File: src/rtl/irqres_pkg.sv
package irqres_pkg;
    localparam int NMI_N     = 6;
    localparam int MASK_N    = 27;
    localparam int SRC_N     = NMI_N + MASK_N;
    localparam int IDX_W     = $clog2(SRC_N);
    localparam int MIDX_W    = $clog2(MASK_N);
    localparam int PSEL_W    = 7;
    localparam logic [7:0] MASK_TOP_LO = 8'hF2;
    localparam logic [PSEL_W-1:0] PSEL_TOP = MASK_TOP_LO[7:1];
    localparam logic [PSEL_W-1:0] PSEL_RST = 7'h6F;
    localparam logic [7:0] VEC_PAGE = 8'hFF;

    typedef enum logic [2:0] {
        SRC_PWR   = 3'd0,
        SRC_CLKMON = 3'd1,
        SRC_WDOG  = 3'd2,
        SRC_XREQ  = 3'd3,
        SRC_TRAP  = 3'd4,
        SRC_SWI   = 3'd5
    } nmi_src_e;

    typedef struct packed {
        logic              valid;
        logic [IDX_W-1:0]  idx;
        logic [15:0]       vec;
        logic              set_x;
        logic              set_i;
    } grant_t;

    function automatic logic [7:0] nmi_vec_lo(input nmi_src_e s);
        case (s)
            SRC_PWR:    return 8'hFE;
            SRC_CLKMON: return 8'hFC;
            SRC_WDOG:   return 8'hFA;
            SRC_XREQ:   return 8'hF4;
            SRC_TRAP:   return 8'hF8;
            default:    return 8'hF6;
        endcase
    endfunction

    function automatic logic [7:0] mask_vec_lo(input logic [MIDX_W-1:0] k);
        return MASK_TOP_LO - {2'b00, k, 1'b0};
    endfunction
endpackage

File: src/rtl/irqres_sense.sv
module irqres_sense (
    input  logic clk,
    input  logic rst,
    input  logic irq_n,
    input  logic edge_en,
    input  logic clr,
    output logic active
);
    logic prev_q;
    logic latch_q;
    logic fall;

    assign fall = prev_q & ~irq_n;

    always_ff @(posedge clk) begin
        if (rst) begin
            prev_q  <= 1'b1;
            latch_q <= 1'b0;
        end else begin
            prev_q  <= irq_n;
            latch_q <= edge_en & (fall | (latch_q & ~clr));
        end
    end

    assign active = edge_en ? latch_q : ~irq_n;

    // a falling edge seen in edge mode is pending in the next cycle
    p_edge_capture_r9: assert property (@(posedge clk) disable iff (rst)
        (edge_en && $fell(irq_n)) |=> (active || !edge_en));
endmodule

File: src/rtl/irqres_psel.sv
module irqres_psel #(
    parameter int N  = irqres_pkg::MASK_N,
    parameter int PW = irqres_pkg::PSEL_W,
    parameter int EW = irqres_pkg::MIDX_W,
    parameter logic [PW-1:0] TOP = irqres_pkg::PSEL_TOP,
    parameter logic [PW-1:0] RST = irqres_pkg::PSEL_RST
) (
    input  logic          clk,
    input  logic          rst,
    input  logic          wr,
    input  logic [PW-1:0] wdata,
    input  logic          i_mask,
    output logic          elev_valid,
    output logic [EW-1:0] elev_idx
);
    logic [PW-1:0] psel_q;
    logic [PW-1:0] diff;

    always_ff @(posedge clk) begin
        if (rst)
            psel_q <= RST;
        else if (wr && i_mask)
            psel_q <= wdata;
    end

    assign diff       = TOP - psel_q;
    assign elev_valid = (psel_q <= TOP) && (diff < PW'(N));
    assign elev_idx   = diff[EW-1:0];

    // the register only changes through a write made with I set
    p_psel_locked_r6: assert property (@(posedge clk) disable iff (rst)
        (!wr || !i_mask) |=> $stable(psel_q));
    // a write with I set lands in the next cycle
    p_psel_write_r6: assert property (@(posedge clk) disable iff (rst)
        (wr && i_mask) |=> (psel_q == $past(wdata)));
endmodule

File: src/rtl/irqres_mask_arb.sv
module irqres_mask_arb #(
    parameter int N  = irqres_pkg::MASK_N,
    parameter int EW = irqres_pkg::MIDX_W
) (
    input  logic [N-1:0]  req,
    input  logic          elev_valid,
    input  logic [EW-1:0] elev_idx,
    output logic          any,
    output logic [EW-1:0] win
);
    always_comb begin
        any = |req;
        win = '0;
        for (int k = N - 1; k >= 0; k--) begin
            if (req[k]) win = EW'(k);
        end
        if (elev_valid && req[elev_idx]) win = elev_idx;
    end
endmodule

File: src/rtl/irq_prio_resolver.sv
module irq_prio_resolver
    import irqres_pkg::*;
#(
    parameter int NUM_MASK = MASK_N
) (
    input  logic                 clk,
    input  logic                 rst,
    input  logic [NMI_N-1:0]     nmi_req,
    input  logic [NUM_MASK-2:0]  per_req,
    input  logic                 irq_n,
    input  logic                 irq_edge_en,
    input  logic                 x_mask,
    input  logic                 i_mask,
    input  logic                 psel_wr,
    input  logic [PSEL_W-1:0]    psel_data,
    input  logic                 ack,
    output logic                 gnt_valid,
    output logic [IDX_W-1:0]     gnt_idx,
    output logic [15:0]          gnt_vec,
    output logic                 gnt_set_x,
    output logic                 gnt_set_i
);
    localparam int RST_N = 3;
    localparam logic [IDX_W-1:0] MASK_BASE = IDX_W'(NMI_N);

    logic                irq_active;
    logic                irq_clr;
    logic                elev_valid;
    logic [MIDX_W-1:0]   elev_idx;
    logic [NUM_MASK-1:0] mreq;
    logic                m_any;
    logic [MIDX_W-1:0]   m_win;
    grant_t              g;

    irqres_sense u_sense (
        .clk(clk), .rst(rst), .irq_n(irq_n), .edge_en(irq_edge_en),
        .clr(irq_clr), .active(irq_active)
    );

    irqres_psel #(.N(NUM_MASK)) u_psel (
        .clk(clk), .rst(rst), .wr(psel_wr), .wdata(psel_data),
        .i_mask(i_mask), .elev_valid(elev_valid), .elev_idx(elev_idx)
    );

    assign mreq = {per_req, irq_active} & {NUM_MASK{~i_mask}};

    irqres_mask_arb #(.N(NUM_MASK)) u_arb (
        .req(mreq), .elev_valid(elev_valid), .elev_idx(elev_idx),
        .any(m_any), .win(m_win)
    );

    always_comb begin
        g = '0;
        if (|nmi_req[RST_N-1:0]) begin
            for (int r = RST_N - 1; r >= 0; r--) begin
                if (nmi_req[r]) begin
                    g.idx = IDX_W'(r);
                    g.vec = {VEC_PAGE, nmi_vec_lo(nmi_src_e'(r))};
                end
            end
            g.valid = 1'b1;
            g.set_x = 1'b1;
            g.set_i = 1'b1;
        end else if (nmi_req[SRC_XREQ] && !x_mask) begin
            g.valid = 1'b1;
            g.idx   = IDX_W'(SRC_XREQ);
            g.vec   = {VEC_PAGE, nmi_vec_lo(SRC_XREQ)};
            g.set_x = 1'b1;
            g.set_i = 1'b1;
        end else if (m_any) begin
            g.valid = 1'b1;
            g.idx   = MASK_BASE + IDX_W'(m_win);
            g.vec   = {VEC_PAGE, mask_vec_lo(m_win)};
            g.set_i = 1'b1;
        end else if (nmi_req[SRC_TRAP]) begin
            g.valid = 1'b1;
            g.idx   = IDX_W'(SRC_TRAP);
            g.vec   = {VEC_PAGE, nmi_vec_lo(SRC_TRAP)};
            g.set_i = 1'b1;
        end else if (nmi_req[SRC_SWI]) begin
            g.valid = 1'b1;
            g.idx   = IDX_W'(SRC_SWI);
            g.vec   = {VEC_PAGE, nmi_vec_lo(SRC_SWI)};
            g.set_i = 1'b1;
        end
    end

    assign irq_clr   = ack && g.valid && (g.idx == MASK_BASE);
    assign gnt_valid = g.valid;
    assign gnt_idx   = g.idx;
    assign gnt_vec   = g.vec;
    assign gnt_set_x = g.set_x;
    assign gnt_set_i = g.set_i;

    // power/pin reset beats every other source
    p_pwr_first_r2: assert property (@(posedge clk) disable iff (rst)
        nmi_req[SRC_PWR] |-> (gnt_valid && gnt_idx == IDX_W'(SRC_PWR)));
    // the external high-priority request is never granted under X
    p_xmask_blocks_r3: assert property (@(posedge clk) disable iff (rst)
        x_mask |-> !(gnt_valid && gnt_idx == IDX_W'(SRC_XREQ)));
    // no maskable grant under I
    p_imask_blocks_r4: assert property (@(posedge clk) disable iff (rst)
        i_mask |-> !(gnt_valid && gnt_idx >= MASK_BASE));
    // a maskable grant never sets X and always sets I
    p_mask_sets_i_r4: assert property (@(posedge clk) disable iff (rst)
        (gnt_valid && gnt_idx >= MASK_BASE) |-> (gnt_set_i && !gnt_set_x));
    // a pending reset cause is always granted whatever the masks
    p_rst_unmasked_r11: assert property (@(posedge clk) disable iff (rst)
        (|nmi_req[RST_N-1:0]) |-> (gnt_valid && gnt_idx < IDX_W'(RST_N)));
    // the software interrupt only wins when nothing else is pending
    p_swi_last_r10: assert property (@(posedge clk) disable iff (rst)
        (gnt_valid && gnt_idx == IDX_W'(SRC_SWI)) |-> (nmi_req[SRC_TRAP:0] == '0 || nmi_req[SRC_TRAP:0] == 5'b01000));
endmodule

File: config.mk
export PLATFORM = sky130hd
export DESIGN_NAME = irq_prio_resolver
export DESIGN_NICKNAME = d
export VERILOG_FILES = /design/src/rtl/irqres_pkg.sv /design/src/rtl/irqres_sense.sv /design/src/rtl/irqres_psel.sv /design/src/rtl/irqres_mask_arb.sv /design/src/rtl/irq_prio_resolver.sv
export SDC_FILE = /design/constraint.sdc
export NUM_CORES = 1
export LEC_CHECK = 0
export ABC_AREA = 1
export ABC_CLOCK_PERIOD_IN_PS = 2640
export BUFFER_PORTS_ARGS = -buffer_cell sky130_fd_sc_hd__buf_2
export CAP_MARGIN = 5
export CELL_PAD_IN_SITES_DETAIL_PLACEMENT = 0
export CELL_PAD_IN_SITES_GLOBAL_PLACEMENT = 1
export CORE_MARGIN = 5
export CORE_UTILIZATION = 28
export DETAILED_ROUTE_END_ITERATION = 7
export PLACE_DENSITY = 0.85
export SLEW_MARGIN = 25
export SYNTH_ARGS = -nofsm -noshare
export SYNTH_HDL_FRONTEND = slang
export SYNTH_SLANG_ARGS = --single-unit
File: constraint.sdc
create_clock -name clk -period 2.64 [get_ports clk]
set_clock_uncertainty 0.05 [all_clocks]
set_input_delay 0.132 -clock clk [delete_from_list [all_inputs] [get_ports clk]]
set_output_delay 0.132 -clock clk [all_outputs]
set_load 0.02 [all_outputs]
==> flow_summary.yaml <==
power:
  vdd_drop_max_mv: 0.303
  power.density_nw_per_um2: 343
  p_leak_nw: 1.30
floorplan:
  start_util_pct: 28.3
  io_pins: 72
  dieHeight_um: 86.7
  rows: 28
  dieArea_um2: 7510
  core_area_um2: 5820
  chipWidth_um: 86.7
global_route:
  overflow: 0
  grt_pass1_vias: 1988
  grt_first_pass_wirelength_um: 8200
  antenna_found_initial: 0
  grtUsageMet3_pct: 1.24
  met2_usage_pct: 22.9
  grtUsageTotal_pct: 13.1
  met1_usage_pct: 16.6
  grt_max_degree: 29
  busiest_layer: "met2"
detailed_routing:
  wl_um: 4960
  wl_per_cell_um: 10.7
  ant_nets: 0
  drt-initial-drc-count: 88
  drc: 0
  vias: 2090
  firstDrtPassIters: 4
  vias_per_cell: 4.52
clock_tree:
  cts_hold_buffers: 0
  clk_latency_ps: 230
  cts_root_buf: "clkbuf_8"
  numCtsBuffers: 3
  clock-sinks: 9
  clockBufferDepth: 2
  cts_tree: "done"
  clkTransAtPathRegs_ps: 40
  h-tree-depth: 1
placement:
  gp_congestion: 0.883
  port_buffers: 70
  postPlaceCellArea_um2: 2160
  hpwl_um: 4020
timing:
  clock.fmax_mhz: 381
  fin_crit_sh_pct: 99.5
  rsz0062_at_grt: "yes"
  finalHoldViolations: 0
  setup_viol: 0
  finalSetupTns_ps: 0
  slew_violations: 0
  period_needed_ps: 2630
yosys:
  synth_xor_area_share_pct: 1.60
  synthAdderAreaFrac_pct: 2.28
  synth-seq-area-share_pct: 10.9
  synth_compound_area_share_pct: 21.4
  synth.net_count: 357
  synthSimpleGateAreaFrac_pct: 44.6
  syn_inst: 307
  synth-seq-cells: 9
  synth_mux_area_share_pct: 0
  ys_warn_count: 0
  synth_top_area_share_pct: 24.6
  syn_avg_cell_area_um2: 5.36
  synth.distinct_cells: 37
  synth_top_area_cell: "nand2_1"
  synth_area_leaders: "nand2_1 (25%), dfxtp_1 (11%), inv_1 (9.3%)"
  syn_area_um2: 1650
  synth_top_family_by_area: "simple AND/OR/NAND/NOR gates"
worst_setup_path:
  worstPathArrival_ps: 2450
  worstSetupPathType: "flip-flop to output port"
  path_max_fanout: 8
  cp-end-kind: "output port"
  cp-start-kind: "flip-flop"
  cp.required_ps: 2460
  r2r_cells: 19
final_layout:
  syn_to_final_growth_pct: 47.0
  antennaDiodeCount: 0
  fin_area_um2: 2420
  nets: 438
  drive_above_1_share_pct: 37.2
  mostFrequentLayoutCells: "nand2_1 (106), buf_2 (58), inv_1 (37), nor2_1 (26), buf_4 (23)"
  layout_commonest_cell: "nand2_1"
worst_hold_path:
  hp-class: "input pin to flip-flop"
  whs_path_depth: 3
status:
  status: "finished, final reports clean"
run:
  cap_violations: 0
-- layer usage --
metal	share of wire, %	up-vias	wire (µm)
met1	43	907	2150
li1	-	1128	-
met2	49	46	2450
met4	2.1	0	104
met5	0	-	0
met3	5.2	9	258
-- area by class of cell --
cell class                 count  area, µm²
fill                         679       3400
multi-input combinational    234       1290
timing repair buffer          91        584
inverter                      48        208
sequential                     9        190
tap                           75       93.8
clock buffer                   4       45.0
timing repair inverter         1       8.76
-- stage by stage --
step                      setup slack [ps]  hold WS, ps  util [%]  power, mW  instances
after CTS                           0.0271         40.2      39.0      0.778        460
after floorplan                      -34.4          179         -      0.451        307
after global placement               -18.1          281      37.2      0.580        455
after detailed placement             -81.4          286      37.2      0.584        455
final                                 12.6         49.0      41.6      0.829        462
after global routing                  -164         65.5      41.6      0.908        462
-- flip-flops by register name, indices dropped and copies added, names as in the netlist --
signal           flops
u_psel.psel_q        7
u_sense.prev_q       1
u_sense.latch_q      1
-- cells by family after synthesis --
family / after synthesis
and+or+nand+nor: 173
other: 1
xor gates and xnor gates: 3
AOI/OAI and AO/OA: 54
DFF: 9
adders and majority gates: 3
buffers and inverters: 64
-- worst max-delay path, stage by stage, from the launching register on --
cell	delay (ps)
dfxtp_4	380
inv_8	40
ha_4	310
o221ai_2	90
o21ai_1	110
o21ai_1	90
o21ai_2	190
nand2_4	130
a31oi_4	220
ha_4	170
o211ai_1	130
nand2_1	100
nand2_1	50
nand2_1	70
buf_6	110
-- worst paths after layout --
kind                          from  slack (ps)               end
hold / removal        psel_data[5]          50  u_psel.psel_q[5]
hold reg to reg     u_sense.prev_q         410   u_sense.latch_q
setup / recovery  u_psel.psel_q[1]          10        gnt_vec[4]
setup reg to reg  u_psel.psel_q[1]          60   u_sense.latch_q
-- what timing repair did --
item / 4_1_cts / 5_1_grt
buffers inserted: 1 / 1
gates cloned: 0 / 1
pin swaps: 7 / 11
endpoints found under the setup margin: 8 / 13
gates resized for setup: 21 / 38
-- where the power goes --
part	total, mW	switching, mW	internal (mW)
Combinational	0.514	0.287	0.228
Sequential	0.155	0.00985	0.145
Clock	0.160	0.0548	0.105
-- synth_stat cells --
library cell / number
clkbuf_1: 1
nor2_1: 26
nor3_1: 2
ha_1: 3
dfxtp_1: 9
a21oi_2: 2
buf_8: 1
or2_1: 1
nor3_2: 1
inv_8: 1
a21oi_1: 7
inv_2: 5
o21ai_1: 7
o21ai_2: 4
o211ai_1: 8
buf_6: 2
buf_4: 9
a32o_1: 1
o211a_1: 1
buf_2: 3
nand3_2: 2
nand2_4: 1
a31oi_1: 2
conb_1: 1
o21a_1: 2
o221ai_1: 1
nor2_2: 2
nand4_1: 3
xnor2_1: 3
o22ai_1: 2
inv_1: 41
nand2_1: 108
nand3_1: 21
o21ai_0: 16
clkinv_1: 1
nand2_2: 6
a31oi_4: 1
Power figures use the tool's default switching activity.
